<file path="config.mk">
export PLATFORM = sky130hd
export DESIGN_NAME = can_bit_destuffer
export DESIGN_NICKNAME = d
export VERILOG_FILES = /design/src/rtl/can_dstf_pkg.sv /design/src/rtl/dstf_history.sv /design/src/rtl/dstf_tail_gate.sv /design/src/rtl/dstf_classify.sv /design/src/rtl/can_bit_destuffer.sv
export SDC_FILE = /design/constraint.sdc
export NUM_CORES = 1
export LEC_CHECK = 0
export ABC_AREA = 1
export BUFFER_PORTS_ARGS = -buffer_cell sky130_fd_sc_hd__buf_4
export CORE_MARGIN = 1
export CORE_UTILIZATION = 40
export DETAILED_ROUTE_END_ITERATION = 6
export REMOVE_ABC_BUFFERS = 1
export SLEW_MARGIN = 20
export SYNTH_ARGS = -nofsm -noshare
export SYNTH_HDL_FRONTEND = slang
export SYNTH_HIERARCHICAL = 1
export SYNTH_SLANG_ARGS = --single-unit
</file>
<file path="constraint.sdc">
create_clock -name clk -period 2.75 [get_ports clk]
set_input_delay 0 -clock clk [delete_from_list [all_inputs] [get_ports clk]]
set_output_delay 0 -clock clk [all_outputs]
set_load 0.02 [all_outputs]
</file>
<file path="src/rtl/can_dstf_pkg.sv">
package can_dstf_pkg;
  typedef enum logic [1:0] {
    KIND_NONE  = 2'd0,
    KIND_FRAME = 2'd1,
    KIND_STUFF = 2'd2
  } bit_kind_t;
endpackage

</file>
<file path="src/rtl/dstf_history.sv">
module dstf_history #(
  parameter int RUN_LEN = 5
) (
  input  logic clk,
  input  logic rst,
  input  logic clr,
  input  logic shift,
  input  logic din,
  output logic run_full,
  output logic run_equal,
  output logic run_val
);
  localparam int CNT_W = $clog2(RUN_LEN + 1);
  localparam logic [CNT_W-1:0] FULL = CNT_W'(RUN_LEN);

  logic [RUN_LEN-1:0] hist_q;
  logic [CNT_W-1:0]   fill_q;

  always_ff @(posedge clk) begin
    if (rst || clr) begin
      hist_q <= '0;
      fill_q <= '0;
    end else if (shift) begin
      hist_q <= {hist_q[RUN_LEN-2:0], din};
      if (fill_q != FULL) fill_q <= fill_q + 1'b1;
    end
  end

  assign run_full  = (fill_q == FULL);
  assign run_equal = (&hist_q) | (~|hist_q);
  assign run_val   = hist_q[0];

  // the warm-up counter never passes the window length
  p_fill_bound_r7: assert property (@(posedge clk) disable iff (rst)
    fill_q <= FULL);

  // every accepted raw bit, stuff or not, enters the window
  p_raw_enters_r6: assert property (@(posedge clk) disable iff (rst)
    (shift && !clr) |=> (hist_q[0] == $past(din)));

  // clear empties the window
  p_clear_r10: assert property (@(posedge clk) disable iff (rst)
    clr |=> (fill_q == '0));
endmodule

</file>
<file path="src/rtl/dstf_tail_gate.sv">
module dstf_tail_gate #(
  parameter int IDX_W = 10,
  parameter int TAIL  = 16
) (
  input  logic             clk,
  input  logic             rst,
  input  logic             clr,
  input  logic             set,
  input  logic [IDX_W-1:0] pos,
  input  logic [IDX_W-1:0] cur_idx,
  output logic             enable
);
  localparam int SUM_W = IDX_W + 1;
  localparam logic [SUM_W-1:0] TAIL_W = SUM_W'(TAIL);

  logic [IDX_W-1:0] last_q;
  logic             known_q;
  logic [SUM_W-1:0] limit;

  always_ff @(posedge clk) begin
    if (rst || clr) begin
      last_q  <= '0;
      known_q <= 1'b0;
    end else if (set) begin
      last_q  <= pos;
      known_q <= 1'b1;
    end
  end

  assign limit  = {1'b0, last_q} + TAIL_W;
  assign enable = !known_q || ({1'b0, cur_idx} <= limit);

  // a clear forgets the loaded position, so detection is back on
  p_clear_enables_r10: assert property (@(posedge clk) disable iff (rst)
    (clr && !set) |=> enable);
endmodule

</file>
<file path="src/rtl/dstf_classify.sv">
module dstf_classify
  import can_dstf_pkg::*;
(
  input  logic      vld,
  input  logic      drop,
  input  logic      din,
  input  logic      run_full,
  input  logic      run_equal,
  input  logic      run_val,
  input  logic      enable,
  output bit_kind_t kind
);
  logic pattern;

  assign pattern = run_full && run_equal && (din != run_val);

  always_comb begin
    kind = KIND_NONE;
    if (vld && !drop) begin
      if (pattern && enable) kind = KIND_STUFF;
      else                   kind = KIND_FRAME;
    end
  end
endmodule

</file>
<file path="src/rtl/can_bit_destuffer.sv">
module can_bit_destuffer
  import can_dstf_pkg::*;
#(
  parameter int IDX_W   = 10,
  parameter int RUN_LEN = 5,
  parameter int TAIL    = 16
) (
  input  logic             clk,
  input  logic             rst,
  input  logic             raw_vld,
  input  logic             raw_bit,
  input  logic             last_set,
  input  logic [IDX_W-1:0] last_pos,
  input  logic             frame_done,
  output logic             frm_vld,
  output logic             frm_bit,
  output logic [IDX_W-1:0] frm_idx,
  output logic             stf_vld
);
  logic             run_full, run_equal, run_val, enable;
  logic [IDX_W-1:0] fcnt_q;
  bit_kind_t        kind;

  dstf_history #(.RUN_LEN(RUN_LEN)) u_hist (
    .clk       (clk),
    .rst       (rst),
    .clr       (frame_done),
    .shift     (raw_vld),
    .din       (raw_bit),
    .run_full  (run_full),
    .run_equal (run_equal),
    .run_val   (run_val)
  );

  dstf_tail_gate #(.IDX_W(IDX_W), .TAIL(TAIL)) u_gate (
    .clk     (clk),
    .rst     (rst),
    .clr     (frame_done),
    .set     (last_set),
    .pos     (last_pos),
    .cur_idx (fcnt_q),
    .enable  (enable)
  );

  dstf_classify u_cls (
    .vld       (raw_vld),
    .drop      (frame_done),
    .din       (raw_bit),
    .run_full  (run_full),
    .run_equal (run_equal),
    .run_val   (run_val),
    .enable    (enable),
    .kind      (kind)
  );

  always_ff @(posedge clk) begin
    if (rst) begin
      frm_vld <= 1'b0;
      frm_bit <= 1'b0;
      frm_idx <= '0;
      stf_vld <= 1'b0;
      fcnt_q  <= '0;
    end else begin
      frm_vld <= (kind == KIND_FRAME);
      stf_vld <= (kind == KIND_STUFF);
      if (frame_done) begin
        fcnt_q <= '0;
      end else if (kind == KIND_FRAME) begin
        frm_bit <= raw_bit;
        frm_idx <= fcnt_q;
        fcnt_q  <= fcnt_q + 1'b1;
      end
    end
  end

  // a bit is reported as one kind only
  p_one_kind_r11: assert property (@(posedge clk) disable iff (rst)
    !(frm_vld && stf_vld));

  // every output pulse follows an accepted raw bit by one clock
  p_latency_r2: assert property (@(posedge clk) disable iff (rst)
    (frm_vld || stf_vld) |-> $past(raw_vld));

  // every accepted raw bit yields one pulse unless dropped
  p_no_loss_r2: assert property (@(posedge clk) disable iff (rst)
    (raw_vld && !frame_done) |=> (frm_vld || stf_vld));

  // a removed bit leaves the reported index untouched
  p_stuff_holds_idx_r4: assert property (@(posedge clk) disable iff (rst)
    stf_vld |-> $stable(frm_idx));

  // nothing is reported for the cycle of a frame-done
  p_done_quiet_r10: assert property (@(posedge clk) disable iff (rst)
    frame_done |=> !(frm_vld || stf_vld));
endmodule

</file>
# Word-level counts from Yosys, hierarchy flattened

Index checks and enable logic that the tools add are counted.

Register bits: 42
Output and inout port bits: 13
Logic and storage cells: 36

Order comparisons: 1
Equality and inequality tests: 5
Reduce and logical (&&, ||, !) cells: 14
Muxes and demuxes: 2
Bitwise operators: 2
Add/subtract/negate cells: 3

Operators by type and width:

| kind                                                            | count |
|---|---|
| 10-bit by 5-bit adder with 11-bit output, second input constant | 1 |
| 10-bit by 11-bit <= comparator with 1-bit output                | 1 |
| 10-bit by 1-bit adder with 10-bit output, second input constant | 1 |
| 5-bit AND reduction                                             | 1 |
| 5-bit OR reduction                                              | 1 |
| 1-bit logical AND                                               | 4 |
| 2-bit 2-to-1 mux                                                | 2 |
| 2-bit AND reduction                                             | 2 |
| 3-bit by 1-bit adder with 3-bit output, second input constant   | 1 |
| 3-bit == test, second input constant                            | 1 |
| 1-bit logical NOT                                               | 3 |
| 3-bit inequality test, second input constant                    | 1 |
| 2-bit by 1-bit == test with 1-bit output, second input constant | 1 |
| 2-bit == test, second input constant                            | 1 |
| 1-bit logical OR                                                | 2 |
| 2-bit OR reduction                                              | 1 |
| 1-bit inequality test                                           | 1 |
| 1-bit inverter                                                  | 1 |
| 1-bit bitwise OR                                                | 1 |

# Depth between registers and ports, before layout

Depth in word-level cells: 10
Depth in mapped cells: 21
Gate-level depth less buffers: 21

# By module

The synthesis kept the hierarchy.

Modules (own cells, without submodules):

| module            | instances | area an instance (µm²) | cells an instance | seq. area each (µm²) |
|---|---|---|---|---|
| can_bit_destuffer | 1         | 927.1                  | 127               | 460.4 |
| dstf_tail_gate    | 1         | 754.5                  | 97                | 220.2 |
| dstf_history      | 1         | 399.1                  | 53                | 160.2 |
| dstf_classify     | 1         | 52.6                   | 13                | 0.0 |

# Least setup slack after synthesis

No wires, ideal clock.

Path kind: flip-flop to flip-flop
Start point: reg u_gate.last_q[6]
End point: reg frm_idx[0]
Arrival time: 2.278 ns
Period minus slack after synthesis: 2.411 ns
Cell stages (with the launch flop): 18
Setup slack: 0.339 ns
Cells stage by stage: dfxtp_1 nand3_1 nand3b_1 xor2_1 ha_1 nand3_1 nor3b_2 nor2_1 nand2_1 inv_1 nor2_2 a21oi_1 nand2_1 nor2_2 inv_1 buf_2 nand2_1 a21oi_1

Cells in the longest elaborated chain, start to end: 8

RTL lines:

| what                                             | line                    | RTL |
|---|---|---|
| start, declared                                  | dstf_tail_gate.sv:16    | `logic [IDX_W-1:0] last_q;` |
| start signal, assigned                           | dstf_tail_gate.sv:25    | `last_q <= pos;` |
| 10-bit by 5-bit adder with 11-bit output         | dstf_tail_gate.sv:30    | `assign limit = {1'b0, last_q} + TAIL_W;` |
| 10-bit by 11-bit <= comparator with 1-bit output | dstf_tail_gate.sv:31    | `assign enable = !known_q \|\| ({1'b0, cur_idx} <= limit);` |
| 1-bit logical OR                                 | dstf_tail_gate.sv:31    |  |
| named net enable                                 | can_bit_destuffer.sv:20 | `logic run_full, run_equal, run_val, enable;` |
| 1-bit logical AND                                | dstf_classify.sv:20     | `if (pattern && enable) kind = KIND_STUFF;` |
| 2-bit 2-to-1 mux                                 | dstf_classify.sv:20     |  |
| 2-bit 2-to-1 mux                                 | dstf_classify.sv:19     | `if (vld && !drop) begin` |
| named net kind[0]                                | can_bit_destuffer.sv:22 | `bit_kind_t kind;` |
| 2-bit by 1-bit == test with 1-bit output         | can_bit_destuffer.sv:68 | `end else if (kind == KIND_FRAME) begin` |
| 2-bit AND reduction (no line)                    | --                      |  |
| end signal, assigned                             | can_bit_destuffer.sv:70 | `frm_idx <= fcnt_q;` |
| end, declared                                    | can_bit_destuffer.sv:17 | `output logic [IDX_W-1:0] frm_idx,` |

The timed path passes the listed nets, and every way through them passes these cells.
A chain may end at the register's enable or synchronous reset.

# Worst setup path in the final report

Start point: reg u_gate.last_q[4]
End point: reg frm_bit

Cells in the longest elaborated chain, start to end: 8

RTL lines:

| what                                             | line                    | RTL |
|---|---|---|
| 10-bit by 5-bit adder with 11-bit output         | dstf_tail_gate.sv:30    |  |
| 10-bit by 11-bit <= comparator with 1-bit output | dstf_tail_gate.sv:31    |  |
| 1-bit logical OR                                 | dstf_tail_gate.sv:31    |  |
| named net enable                                 | can_bit_destuffer.sv:20 |  |
| 1-bit logical AND                                | dstf_classify.sv:20     |  |
| 2-bit 2-to-1 mux                                 | dstf_classify.sv:20     |  |
| 2-bit 2-to-1 mux                                 | dstf_classify.sv:19     |  |
| named net kind[1]                                | can_bit_destuffer.sv:22 |  |
| 2-bit by 1-bit == test with 1-bit output         | can_bit_destuffer.sv:68 |  |
| 2-bit AND reduction (no line)                    | --                      |  |
| end signal, assigned                             | can_bit_destuffer.sv:69 | `frm_bit <= raw_bit;` |
| end, declared                                    | can_bit_destuffer.sv:16 | `output logic frm_bit,` |

The timed path passes the listed nets, and every way through them passes these cells.

==> results by group <==
Critical path
  – CP peak stage delay: about 0.36 ns
  – CP Capture Type: flip-flop
  – CP startpoint kind: flip-flop
  – Number of buffers and inverters on the critical path: 3
  – Critical path class: reg2reg
  – Most frequent cell on the critical path: nand2_1
  – Critical path data arrival time: approximately 2.7 ns
  – Slowest-stage cell, CP: dfxtp_2
  – Max FO, Critical Path: 11
  – Worst-path cell chain: ha_2, nand3_1, xor2_1, ha_1, a21o_1, a21oi_1, nand2_1, nand2_1, inv_1, nor2_4, nand2_1, nor2_2, inv_2, nand2_2, nor2_4, buf_6, nand2_1, a21oi_1
  – CP top delay family: simple AND/OR/NAND/NOR gates
  – WP data required: 2.94 ns

Die
  – Die Footprint: approximately 0.0056 mm2
  – Chip Height: 75.03 um
  – Top Ports: 29
  – Die Wd: around 75 um
  – # rows: 26
  – Core box area: between 0.005 and 0.006 mm2
  – Initial Util: a little over two fifths

Pwr
  – Switch share: between 20% and 30%
  – Power per cell area: between 400 and 500 mW/mm2
  – Flop pwr share: 54.3%
  – Pwr Total: roughly 1.2 mW
  – NetSw: approximately 0.28 mW
  – P_leak: between 1 and 1.5 nW
  – Combinational Power Share: under 10%
  – Clk pwr share: approximately 36%
  – Worst vdd ir: 260.0 uV
  – Internal power: just under 0.9 mW

Run
  – Maxcap violations: 0

Timing
  – Max-slew headroom: 77.98%
  – Max Freq: about 400 MHz
  – Final worst slack: 0.2299 ns
  – RSZ-0062 raised after global routing: false
  – Max-slew violation count: 0
  – Clock skew: around 0.0057 ns
  – Fin crit share: approximately nine tenths
  – Fin. Hold Viols: 0
  – Worst slew pin tran: roughly 0.33 ns
  – Final setup viols: 0
  – Setup_tns: 0 ns
  – Final hold slack: roughly 0.0076 ns
  – Fin crit period: 2.520 ns

Clocking
  – CTS tree: built
  – CTS Sinks: between 40 and 50
  – Reg clk slew, reported paths: approximately 0.080 ns
  – Root buffer cell: clkbuf_8
  – Clk buf depth: 2
  – H-tree depth: 2
  – Worst skew pair latency: between 0.2 and 0.3 ns
  – Cts bufs inserted: 5

Yosys
  – FF+latch count, synth: 42
  – Syn avg cell area: ~7.4 um2
  – Cell taking the most area after synthesis: dfxtp_1
  – Synth area leaders: dfxtp_1 39%, nand2_1 15%, ha_1 8.2%
  – Ys Warns: 6
  – Sequential area share after synthesis: a little under 40%
  – Share of the synthesized area in the top cell type: between 30% and 40%
  – Synth cell types: 29
  – Mapped Area: approximately 0.0021 mm2
  – Mapped Cells: 290

Min path
  – Worst hold path type: in2reg

Global routing
  – Vias in the first global route: ~1600
  – First-pass GRT wire length: approximately 7 mm
  – GRT Util Overall: between 10% and 20%
  – Initial antenna violation count: 0
  – Largest net degree at the start of global routing: 17
  – Grt total ovfl: 0

Placed design
  – Setup slack after placement: 0.004450 ns
  – Final Wtd Congestion: roughly 0.8
  – Area after DPL: 0.002377 mm2
  – Post-detail-place hpwl: 2.891 mm
  – Port-buffer cells: 28

Finish
  – Fillcell total: between 500 and 600
  – Ant diodes: 0
  – Area growth syn-to-layout: 22.99%
  – Final instance area: between 0.002 and 0.003 mm2
  – Share of cells above drive strength 1: between 20% and 30%
  – Final #Nets: roughly 360

Run status
  – Status: finished, final reports clean

Detailed routing
  – Vias: between 1500 and 2000
  – DR WL/cell: 10.13 um
  – # DRC: 0
  – Routed vias/inst: approximately 4.6
  – DR iter-0 viols: 78
  – DRT Pass-1 Iters: 4
  – DRT antenna net count: 0
  – Final wirelength: about 4.1 mm
==> registers in the layout, summed over array words and instances (netlist names) <==
name,count
fcnt_q,10
frm_bit,1
frm_idx,10
frm_vld,1
stf_vld,1
u_gate/known_q,1
u_gate/last_q,10
u_hist/fill_q,3
u_hist/hist_q,5
==> cells by family after synthesis <==
| kind of cell | Yosys count | synth area share [%] |
|---|---|---|
| simple gates | 142 | 28.56 |
| compound gates | 44 | 12.32 |
| xor+xnor | 5 | 2.053 |
| buf+inv | 43 | 9.442 |
| fa+ha+maj | 14 | 8.211 |
| flops | 42 | 39.41 |
==> layout by cell type (no fill, tap or decap), types with 4 or more instances in the layout <==
master and n:
nor2_1 25, dfxtp_1 39, buf_4 29, nor2_4 5, inv_1 32, nand3_1 12
nand2_1 85, dlygate4sd3_1 9, ha_1 13, xor2_1 4, a21oi_1 30, clkbuf_8 6
==> cell usage after synthesis <==
| cell | number |
|---|---|
| ha_1 | 14 |
| a21oi_1 | 31 |
| nand3_1 | 14 |
| nand2_2 | 1 |
| o21ai_1 | 2 |
| a21o_1 | 1 |
| o21ai_0 | 2 |
| buf_6 | 4 |
| nor2_4 | 2 |
| o21ai_2 | 1 |
| nor3_1 | 2 |
| clkbuf_1 | 1 |
| or2_4 | 1 |
| inv_1 | 34 |
| buf_2 | 1 |
| buf_4 | 1 |
| xor2_1 | 4 |
| xnor2_1 | 1 |
| nand3b_1 | 2 |
| nor2_2 | 4 |
| nand2_1 | 86 |
| inv_4 | 2 |
| a211oi_2 | 3 |
| nor2_1 | 26 |
| o21a_1 | 1 |
| a21oi_2 | 3 |
| dfxtp_1 | 42 |
| nor3b_2 | 1 |
| nand4_1 | 3 |
==> per-stage QoR <==
| step | utilization (%) | instances |
|---|---|---|
| after floorplan | - | 283 |
| after global placement | 46.55 | 382 |
| after detailed placement | 46.55 | 382 |
| after CTS | 50.17 | 399 |
| after global routing | 51.37 | 400 |
| final | 51.37 | 400 |
==> area by class of cell <==
type | count | area (um2) | share of cell area [%]
flip-flops and latches | 42 | 844.6 | 32.19
repair buffers | 39 | 319.1 | 12.16
well taps | 70 | 87.58 | 3.338
clock buffers | 6 | 82.58 | 3.147
inverters | 36 | 142.6 | 5.436
clock inverters | 2 | 12.51 | 0.4769
multi-input cells | 205 | 1135 | 43.25
==> worst register-to-register path, delay by kind of cell, from the launching register on <==
family	cells	cell delay (ns)
AND/OR/NAND/NOR	9	0.77
adder cells (fa/ha/maj)	2	0.50
AO/OA/AOI/OAI	3	0.36
flip-flops	1	0.36
buffers and inverters	3	0.27
XOR/XNOR	1	0.16
==> final timing paths <==
| check | startpoint | slack [ns] | to | cells past startpoint |
|---|---|---|---|---|
| worst max-delay path | u_gate/last_q[4] | 0.23 | frm_bit | 18 |
| worst min-delay path | last_set | 0.008 | u_gate/last_q[6] | 3 |
| worst max register to register | u_gate/last_q[4] | 0.23 | frm_bit | 18 |
| worst min register to register | frm_idx[3] | 0.46 | frm_idx[3] | 2 |
==> metal layers <==
| layer | track usage [%] | part of all wire, % |
|---|---|---|
| met5 | 0 | 0 |
| met4 | 7.547 | 1.8 |
| met3 | 4.016 | 3.1 |
| met2 | 26.13 | 44 |
| met1 | 20.54 | 51 |
==> what timing repair did <==
| action | CTS | global route |
|---|---|---|
| setup buffers | 0 | 1 |
| setup endpoints to repair | 11 | 18 |
| gates cloned | 0 | 0 |
| resized for setup | 1 | 16 |
| pin swaps | 0 | 1 |
| endpoints found under the hold margin | 10 | 0 |
| hold buffers | 9 | 0 |
==> power groups by stage <==
stage	clock [mW]	sequential [mW]	combinational, mW
global route	0.456	0.628	0.127
global placement	0	0.641	0.0960
floorplan	0	0.640	0.0548
detailed placement	0	0.641	0.0968
finish	0.415	0.627	0.113
CTS	0.434	0.626	0.107
No activity file was read; power rests on OpenSTA's default activity.
